<file path="config.mk">
export PLATFORM = sky130hd
export DESIGN_NAME = i2c_stat_flags
export DESIGN_NICKNAME = d
export VERILOG_FILES = /design/src/rtl/i2c_stat_pkg.sv /design/src/rtl/i2c_line_cond.sv /design/src/rtl/i2c_bit_ctr.sv /design/src/rtl/i2c_addr_match.sv /design/src/rtl/i2c_stat_flags.sv
export SDC_FILE = /design/constraint.sdc
export NUM_CORES = 1
export LEC_CHECK = 0
export BUFFER_PORTS_ARGS = -buffer_cell sky130_fd_sc_hd__clkbuf_2
export CORE_ASPECT_RATIO = 1.4
export CORE_MARGIN = 2
export CORE_UTILIZATION = 45
export DETAILED_ROUTE_END_ITERATION = 6
export GPL_TIMING_DRIVEN = 0
export PLACE_DENSITY = 0.75
export REMOVE_ABC_BUFFERS = 1
export SLEW_MARGIN = 20
export SYNTH_ARGS = -nofsm -noshare
export SYNTH_HDL_FRONTEND = slang
export SYNTH_SLANG_ARGS = --single-unit
</file>
<file path="constraint.sdc">
create_clock -name clk -period 5.05 [get_ports clk]
set_clock_uncertainty 0.15 [all_clocks]
set_input_delay 0.505 -clock clk [delete_from_list [all_inputs] [get_ports clk]]
set_output_delay 0.505 -clock clk [all_outputs]
set_load 0.02 [all_outputs]
</file>
<file path="src/rtl/i2c_stat_pkg.sv">
package i2c_stat_pkg;
  localparam int unsigned SB_DONE = 7;
  localparam int unsigned SB_AAS  = 6;
  localparam int unsigned SB_BUSY = 5;
  localparam int unsigned SB_ARBL = 4;
  localparam int unsigned SB_BCST = 3;
  localparam int unsigned SB_SRW  = 2;
  localparam int unsigned SB_IPND = 1;
  localparam int unsigned SB_NACK = 0;
  localparam int unsigned STAT_W  = 8;
  localparam logic [STAT_W-1:0] STAT_RST = 8'h81;
  localparam logic [STAT_W-1:0] STAT_WMASK = 8'h12;
endpackage

</file>
<file path="src/rtl/i2c_line_cond.sv">
module i2c_line_cond #(
  parameter int unsigned SYNC_STAGES = 2
) (
  input  logic clk,
  input  logic rst,
  input  logic scl_i,
  input  logic sda_i,
  output logic sda_s,
  output logic scl_rise,
  output logic scl_fall,
  output logic start_o,
  output logic stop_o
);
  localparam int unsigned TOP = SYNC_STAGES - 1;

  logic [TOP:0] scl_sh, sda_sh;
  logic         scl_d, sda_d, scl_s;

  always_ff @(posedge clk) begin
    if (rst) begin
      scl_sh <= '1;
      sda_sh <= '1;
      scl_d  <= 1'b1;
      sda_d  <= 1'b1;
    end else begin
      scl_sh <= {scl_sh[TOP-1:0], scl_i};
      sda_sh <= {sda_sh[TOP-1:0], sda_i};
      scl_d  <= scl_sh[TOP];
      sda_d  <= sda_sh[TOP];
    end
  end

  assign scl_s    = scl_sh[TOP];
  assign sda_s    = sda_sh[TOP];
  assign scl_rise = scl_s & ~scl_d;
  assign scl_fall = ~scl_s & scl_d;
  assign start_o  = scl_s & scl_d & sda_d & ~sda_s;
  assign stop_o   = scl_s & scl_d & ~sda_d & sda_s;
endmodule

</file>
<file path="src/rtl/i2c_bit_ctr.sv">
module i2c_bit_ctr #(
  parameter int unsigned BITS_PER_XFER = 9
) (
  input  logic clk,
  input  logic rst,
  input  logic start_i,
  input  logic stop_i,
  input  logic scl_rise,
  input  logic scl_fall,
  output logic last_rise_o,
  output logic last_fall_o
);
  localparam int unsigned CW = $clog2(BITS_PER_XFER + 1);
  localparam logic [CW-1:0] LAST = CW'(BITS_PER_XFER);
  localparam logic [CW-1:0] PREV = CW'(BITS_PER_XFER - 1);

  logic [CW-1:0] cnt;

  always_ff @(posedge clk) begin
    if (rst || start_i || stop_i) cnt <= '0;
    else if (scl_rise) cnt <= (cnt == LAST) ? CW'(1) : cnt + CW'(1);
  end

  assign last_rise_o = scl_rise & (cnt == PREV);
  assign last_fall_o = scl_fall & (cnt == LAST);
endmodule

</file>
<file path="src/rtl/i2c_addr_match.sv">
module i2c_addr_match #(
  parameter int unsigned ADDR_W = 7
) (
  input  logic [ADDR_W-1:0] own_addr_i,
  input  logic              bcast_en_i,
  input  logic [ADDR_W:0]   addr_byte_i,
  output logic              hit_o,
  output logic              bcast_o
);
  logic [ADDR_W-1:0] call;

  assign call    = addr_byte_i[ADDR_W:1];
  assign bcast_o = (call == '0);
  assign hit_o   = bcast_o ? bcast_en_i : (call == own_addr_i);
endmodule

</file>
<file path="src/rtl/i2c_stat_flags.sv">
module i2c_stat_flags
  import i2c_stat_pkg::*;
#(
  parameter int unsigned ADDR_W        = 7,
  parameter int unsigned REG_AW        = 5,
  parameter int unsigned SYNC_STAGES   = 2,
  parameter int unsigned BITS_PER_XFER = 9,
  parameter logic [REG_AW-1:0] CTRL_OFS = 5'h08,
  parameter logic [REG_AW-1:0] STAT_OFS = 5'h0C,
  parameter logic [REG_AW-1:0] DATA_OFS = 5'h10
) (
  input  logic              clk,
  input  logic              rst,
  input  logic              scl_i,
  input  logic              sda_i,
  input  logic              tx_mode_i,
  input  logic              master_i,
  input  logic              bcast_en_i,
  input  logic [ADDR_W-1:0] own_addr_i,
  input  logic              addr_byte_stb_i,
  input  logic [ADDR_W:0]   addr_byte_i,
  input  logic              arb_lost_stb_i,
  input  logic              reg_en_i,
  input  logic              reg_we_i,
  input  logic [REG_AW-1:0] reg_addr_i,
  input  logic [STAT_W-1:0] reg_wdata_i,
  output logic [STAT_W-1:0] reg_rdata_o,
  input  logic              irq_en_i,
  output logic              irq_o
);
  logic sda_s, scl_rise, scl_fall, start_evt, stop_evt;
  logic ninth_rise, ninth_fall, addr_hit, addr_bcast;
  logic stat_wr, stat_rd, ctrl_wr, data_wr;
  logic [STAT_W-1:0] stat_q, stat_n;
  logic irq_n;

  i2c_line_cond #(.SYNC_STAGES(SYNC_STAGES)) u_cond (
    .clk(clk), .rst(rst), .scl_i(scl_i), .sda_i(sda_i), .sda_s(sda_s),
    .scl_rise(scl_rise), .scl_fall(scl_fall),
    .start_o(start_evt), .stop_o(stop_evt)
  );

  i2c_bit_ctr #(.BITS_PER_XFER(BITS_PER_XFER)) u_cnt (
    .clk(clk), .rst(rst), .start_i(start_evt), .stop_i(stop_evt),
    .scl_rise(scl_rise), .scl_fall(scl_fall),
    .last_rise_o(ninth_rise), .last_fall_o(ninth_fall)
  );

  i2c_addr_match #(.ADDR_W(ADDR_W)) u_match (
    .own_addr_i(own_addr_i), .bcast_en_i(bcast_en_i), .addr_byte_i(addr_byte_i),
    .hit_o(addr_hit), .bcast_o(addr_bcast)
  );

  assign stat_wr = reg_en_i &  reg_we_i & (reg_addr_i == STAT_OFS);
  assign stat_rd = reg_en_i & ~reg_we_i & (reg_addr_i == STAT_OFS);
  assign ctrl_wr = reg_en_i &  reg_we_i & (reg_addr_i == CTRL_OFS);
  assign data_wr = reg_en_i &  reg_we_i & (reg_addr_i == DATA_OFS);

  always_comb begin
    stat_n = stat_q;
    // software may only clear the writable bits
    if (stat_wr) stat_n = stat_n & (reg_wdata_i | ~STAT_WMASK);
    // transfer done
    if ((stat_rd && !tx_mode_i) || (data_wr && tx_mode_i) || (start_evt && !master_i))
      stat_n[SB_DONE] = 1'b0;
    if (ninth_fall) stat_n[SB_DONE] = 1'b1;
    // addressed as target
    if (ctrl_wr) stat_n[SB_AAS] = 1'b0;
    if (addr_byte_stb_i && addr_hit) begin
      stat_n[SB_AAS]  = 1'b1;
      stat_n[SB_BCST] = addr_bcast;
      stat_n[SB_SRW]  = addr_byte_i[0];
    end
    // bus busy
    if (start_evt)     stat_n[SB_BUSY] = 1'b1;
    else if (stop_evt) stat_n[SB_BUSY] = 1'b0;
    // arbitration lost
    if (arb_lost_stb_i) stat_n[SB_ARBL] = 1'b1;
    // acknowledge sample
    if (ninth_rise) stat_n[SB_NACK] = sda_s;
    // interrupt pending on any rising source
    if ((stat_n[SB_DONE] & ~stat_q[SB_DONE]) |
        (stat_n[SB_AAS]  & ~stat_q[SB_AAS])  |
        (stat_n[SB_ARBL] & ~stat_q[SB_ARBL]))
      stat_n[SB_IPND] = 1'b1;
    irq_n = stat_n[SB_IPND] & irq_en_i;
  end

  always_ff @(posedge clk) begin
    if (rst) begin
      stat_q      <= STAT_RST;
      reg_rdata_o <= '0;
      irq_o       <= 1'b0;
    end else begin
      stat_q <= stat_n;
      irq_o  <= irq_n;
      if (reg_en_i && !reg_we_i)
        reg_rdata_o <= (reg_addr_i == STAT_OFS) ? stat_q : '0;
    end
  end
endmodule

</file>
* Word level (Yosys, flattened, before mapping)
Cells that the tools add are included.
** Word-level totals
- Latch bits :: 0
- Bits in writable memories :: 0
- Memories kept :: 0
- Output and inout bits :: 9
- Memory bits (read-only) :: 0
- Bits in registers :: 27
- Word-level logic and storage cells :: 78
** Cells by class
- Muxes and demuxes :: 14
- Equality and inequality tests :: 6
- Shift operators :: 0
- Bitwise logic cells :: 30
- Div/mod/pow operators :: 0
- Reduce and logical (&&, ||, !) cells :: 16
- Multiply operators :: 0
- $add $sub $neg :: 1
- $lt $le $gt $ge :: 0
** Operators with widths (number)
- $and 1x1->1 :: 19
- $mux 8 :: 2
- $eq 5x4->1 const B :: 2
- $mux 1 :: 10
- $and 8x8->8 :: 1
- $eq 4x4->1 const B :: 2
- $not 1->1 :: 8
- $eq 7x7->1 :: 1
- $logic_not 7->1 :: 1
- $eq 5x5->1 const B :: 1
- $logic_and 1x1->1 :: 5
- $add 4x1->4 const B :: 1
- $logic_or 1x1->1 :: 4
- $mux 4 :: 1
- $reduce_bool 2->1 :: 2
- $logic_not 1->1 :: 3
- $reduce_bool 3->1 :: 1
- $mux 2 :: 1
- $or 1x1->1 :: 2

* Longest topological paths before layout
- Word-level depth :: 13
- Depth in mapped cells :: 6
- Mapped depth without buffers :: 4

* By module
A second synthesis with hierarchy kept.
** Second synthesis, totals
- Cell total of the unflattened synthesis :: 126
- Area total of the unflattened synthesis :: 1218.7 µm²
** By module, submodules not included
- i2c_stat_flags :: instances 1, area an instance 694.4 µm², cells an instance 72
- i2c_bit_ctr :: instances 1, area an instance 206.4 µm², cells an instance 24
- i2c_line_cond :: instances 1, area an instance 190.2 µm², cells an instance 16
- i2c_addr_match :: instances 1, area an instance 127.6 µm², cells an instance 14

* Worst setup path after synthesis
Ideal clock, no wire load.
- Path kind :: input to register
- From :: input port addr_byte_i[3]
- To :: register stat_q[2]
- Arrival time :: 1722 ps
- Required time :: 4838 ps
- Library setup time :: 62 ps
- Path slack :: 3116 ps
- Stages on the path :: 4
- Path through :: or4_4 or4b_1 o31a_1 nand3_1
** On the way
- Cells in the longest elaborated chain, start to end :: 4
- Elaborated cells between the ends (all ways) :: 6
- Classes of those cells :: 1 x eq/ne; 2 x mux; 3 x reduce/logical
** RTL lines
- from (decl) :: RTL line i2c_stat_flags.sv:21 : input logic [ADDR_W:0] addr_byte_i,
- $eq 7x7->1 or $logic_not 7->1 (tied branches) :: RTL line i2c_addr_match.sv:14, i2c_addr_match.sv:13
- $mux 1 * :: RTL line i2c_addr_match.sv:14 : assign hit_o = bcast_o ? bcast_en_i : (call == own_addr_i);
- $logic_and 1x1->1 * :: RTL line i2c_stat_flags.sv:69 : if (addr_byte_stb_i && addr_hit) begin
- $mux 2 or $reduce_bool 2->1 (tied branches)
- to (signal assigned) :: RTL line i2c_stat_flags.sv:95 : stat_q <= stat_n;
- to (decl) :: RTL line i2c_stat_flags.sv:34 : logic [STAT_W-1:0] stat_q, stat_n;
Every way passes the cells marked *; elsewhere a longest branch is shown, timed or not.
A chain may end at the register's enable or synchronous reset.

* Worst setup path after layout
- From :: register u_cnt.cnt[1]
- To :: register irq_o
** On the way
- Cells in the longest elaborated chain, start to end :: 8
** RTL lines
- from (decl) :: RTL line i2c_bit_ctr.sv:17 : logic [CW-1:0] cnt;
- from (signal assigned) :: RTL line i2c_bit_ctr.sv:21 : else if (scl_rise) cnt <= (cnt == LAST) ? CW'(1) : cnt + CW'(1);
- $eq 4x4->1 :: RTL line i2c_bit_ctr.sv:25 : assign last_fall_o = scl_fall & (cnt == LAST);
- $and 1x1->1 :: RTL line i2c_bit_ctr.sv:25
- $mux 1 :: RTL line i2c_stat_flags.sv:66 : if (ninth_fall) stat_n[SB_DONE] = 1'b1;
- $and 1x1->1 :: RTL line i2c_stat_flags.sv:82 : if ((stat_n[SB_DONE] & ~stat_q[SB_DONE]) |
- $or 1x1->1 :: RTL line i2c_stat_flags.sv:82
- $or 1x1->1 :: RTL line i2c_stat_flags.sv:83 : (stat_n[SB_AAS] & ~stat_q[SB_AAS]) |
- $mux 1 :: RTL line i2c_stat_flags.sv:82
- $and 1x1->1 :: RTL line i2c_stat_flags.sv:86 : irq_n = stat_n[SB_IPND] & irq_en_i;
- to (signal assigned) :: RTL line i2c_stat_flags.sv:96 : irq_o <= irq_n;
- to (decl) :: RTL line i2c_stat_flags.sv:29 : output logic irq_o
Every way passes these cells.

==> results.md <==
* Diode count at 0
* Vias in the first global route at 1,090
* Min Tclk post-route at 1.90 ns
* Die Span Y at 65.9 um
* Post-synthesis xor/xnor area fraction at 6.41%
* Final Hold Fails at 0
* Yosys cell types at 41
* Syn Inst Count at 141
* Overall fraction of global-route tracks in use at 17.3%
* Main synth FF type: dfxtp_1
* I/O pin cnt at 49
* Root buffer cell: clkbuf_4
* Avg WL per Cell at 11.8 um
* Relative slew slack at 66.5%
* Setup bufs post-CTS at 0
* CTS tree: done
* Htree depth at 1
* Multi-input logic area at 636 sq um
* Unrepaired setup endpoints after global routing: false
* Largest net degree at the start of global routing at 21
* Area delta synth->final at 21.6%
* Total gr overflow at 0
* Number of DRC markers in iteration 0 at 31
* Initial core utilization at 47.0%
* Post-synthesis cell area at 1230 sq um
* Largest family of logic cells by synthesized area: simple AND/OR/NAND/NOR gates
* Worst slew pin tran at 0.497 ns
* I/O Buffers at 42
* Crit path DAT at 1.97 ns
* DIE WIDTH at 48.2 um
* Die area at 3170 sq um
* TritonCTS buffer count at 3
* Clk_lat worst skew at 0.32 ns
* EDFF count, synth at 0
* DRT Pass-1 Iters at 4
* Layout cells sized above 1 at 29.7%
* Synth warn at 0
* Post-synth ARST share at 0%
* Total power draw at 0.359 mW
* Mux contribution to synthesized area at 0.814%
* Clock Pin Slew Worst Setup and Hold Paths at 0.15 ns
* Worst min-delay path class: in -> reg
* Leak at 0.653 nW
* Final setup fails at 0
* Global-route wire length before repair at 4090 um
* CTS sink cnt at 27
* Final Max Slew Viols at 0
* Number of hold buffers added after cts at 0
* CTS max path bufs at 2
* Avg Inst Size Synth at 8.72 sq um
* PwrDens at 240 nW/um^2
* Crit path kind: reg -> reg
* Via/cell ratio at 5.28
* Max VDD drop at 0.000146 V
* Final GP Congestion at 0.807
* Final core utilization at 57.2%
* Compound-cell area share of the yosys netlist at 18.4%
* Routed WL at 2580 um
* DR vias at 1,151
* Crit. End Element: register
* Routed Antenna Nets at 0
* PostCTS Resize Cnt at 0
* Sum of net half-perimeters after detailed placement at 2130 um
* CP Launch Type: register
* Final cycle utilization of the critical path at 37.6%
* Critical Path RT at 5.12 ns
* Sequential area share after synthesis at 43.9%
* Post-Synth Simple-Gate Area at 26.0%
* Core Area at 2620 sq um
* Fmax at 0.526 GHz
* Total of max-cap violations at 0
* Initial antenna violation count at 0
* Setup_tns at 0 ns
* Sequential cell area at 541 sq um
* DRC viols at 0
* Status: complete, no violations
* Crit path max fanout at 6
* Fin nets at 223
* Fillers at 252
* Flop and latch count out of synthesis at 27
* Row cnt at 22
* Synth Area in Adders at 0%
## cell usage in the layout (no fill, tap or decap), drive strengths merged, types with 3 or more instances in the layout
master / Yosys / final
nor3: 4 / 4
inv: 9 / 9
nor2: 14 / 14
clkbuf: 4 / 45
and3b: 3 / 3
or2: 6 / 6
nand2: 8 / 8
a22oi: 8 / 8
dfxtp: 27 / 27
a21oi: 6 / 6
o21ai: 6 / 6
xnor2: 4 / 4
nor2b: 3 / 3
xor2: 5 / 5
nand3: 3 / 3
## power by group
part	internal, mW	leakage (nW)	total [mW]	switching [mW]
Combinational	0.0216	0.419	0.0438	0.0223
Sequential	0.219	0.220	0.223	0.00391
Clock	0.0302	0.0139	0.0923	0.0622
## worst paths after layout
check                              startpoint                           to  slack, ns  depth (start not counted)
setup / recovery    u_cnt.cnt[1]$_SDFFE_PP0P_             irq_o$_SDFF_PP0_       3.15                          4
hold / removal                          scl_i  u_cond.scl_sh[0]$_SDFF_PP1_       0.20                          2
setup reg to reg    u_cnt.cnt[1]$_SDFFE_PP0P_             irq_o$_SDFF_PP0_       3.15                          4
hold reg to reg   u_cond.scl_sh[0]$_SDFF_PP1_  u_cond.scl_sh[1]$_SDFF_PP1_       0.28                          1
## critical path: stages, from the launching register on
cell and delay [ns]:
dfxtp_1 0.39, or3b_1 0.45, nor4_1 0.38, nor3_1 0.14, a311oi_1 0.30
## stage by stage
stage | std cells | instance area [sq um] | setup WS [ns] | hold WS [ns]
3_3_place_gp | 214 | 1470 | 2.96 | 0.243
6_report | 218 | 1500 | 3.15 | 0.203
5_1_grt | 218 | 1500 | 3.04 | 0.194
4_1_cts | 218 | 1500 | 3.09 | 0.204
3_5_place_dp | 214 | 1470 | 2.92 | 0.254
2_1_floorplan | 136 | 1210 | 3.12 | 0.239
## metal layers
metal / wire length, um / GRT usage, % / up-vias / part of all wire (%)
met5: 0 / 0 / - / 0
met4: 27 / 5.07 / 0 / 1.0
met3: 119 / 1.64 / 2 / 4.6
met2: 1410 / 33.4 / 35 / 55
met1: 1020 / 17.7 / 524 / 40
li1: - / - / 590 / -
## Yosys cell counts, types with 2 or more instances
master / n / area share [%]
xor2_1: 5 / 3.6
or3_1: 2 / 1.0
nand2_1: 8 / 2.4
dfxtp_1: 27 / 44
nor2b_1: 3 / 1.5
clkbuf_1: 4 / 1.2
a211o_1: 2 / 1.4
a21oi_1: 6 / 2.4
or2_2: 6 / 3.1
inv_1: 9 / 2.7
a31oi_1: 2 / 1.0
nand3_1: 3 / 1.2
xnor2_1: 4 / 2.8
nor3_1: 4 / 1.6
nor2_1: 14 / 4.3
a22oi_1: 8 / 4.9
nand4_1: 2 / 1.0
and3b_1: 3 / 2.1
o21ai_0: 6 / 2.4
nor4_1: 2 / 1.0
## final cells by class
cell class              count  share of cell area, %
clock buffers               3                   1.51
multi-input cells         100                   42.5
inverters                   9                   2.26
well taps                  36                   3.01
flip-flops and latches     27                   36.2
repair buffers             42                   14.1
clock inverters             1                  0.502
## flip-flops by register name (all words and copies together) (netlist names)
register and flops:
reg_rdata_o 8, stat_q 8, u_cnt.cnt 4, u_cond.scl_sh 2, u_cond.sda_sh 2, irq_o 1, u_cond.scl_d 1, u_cond.sda_d 1
## cells by family after synthesis
group	after synthesis
simple gates	57
compound gates	33
flops	27
buf+inv	14
xor+xnor	9
mux	1
(Power assumes the default switching activity.)
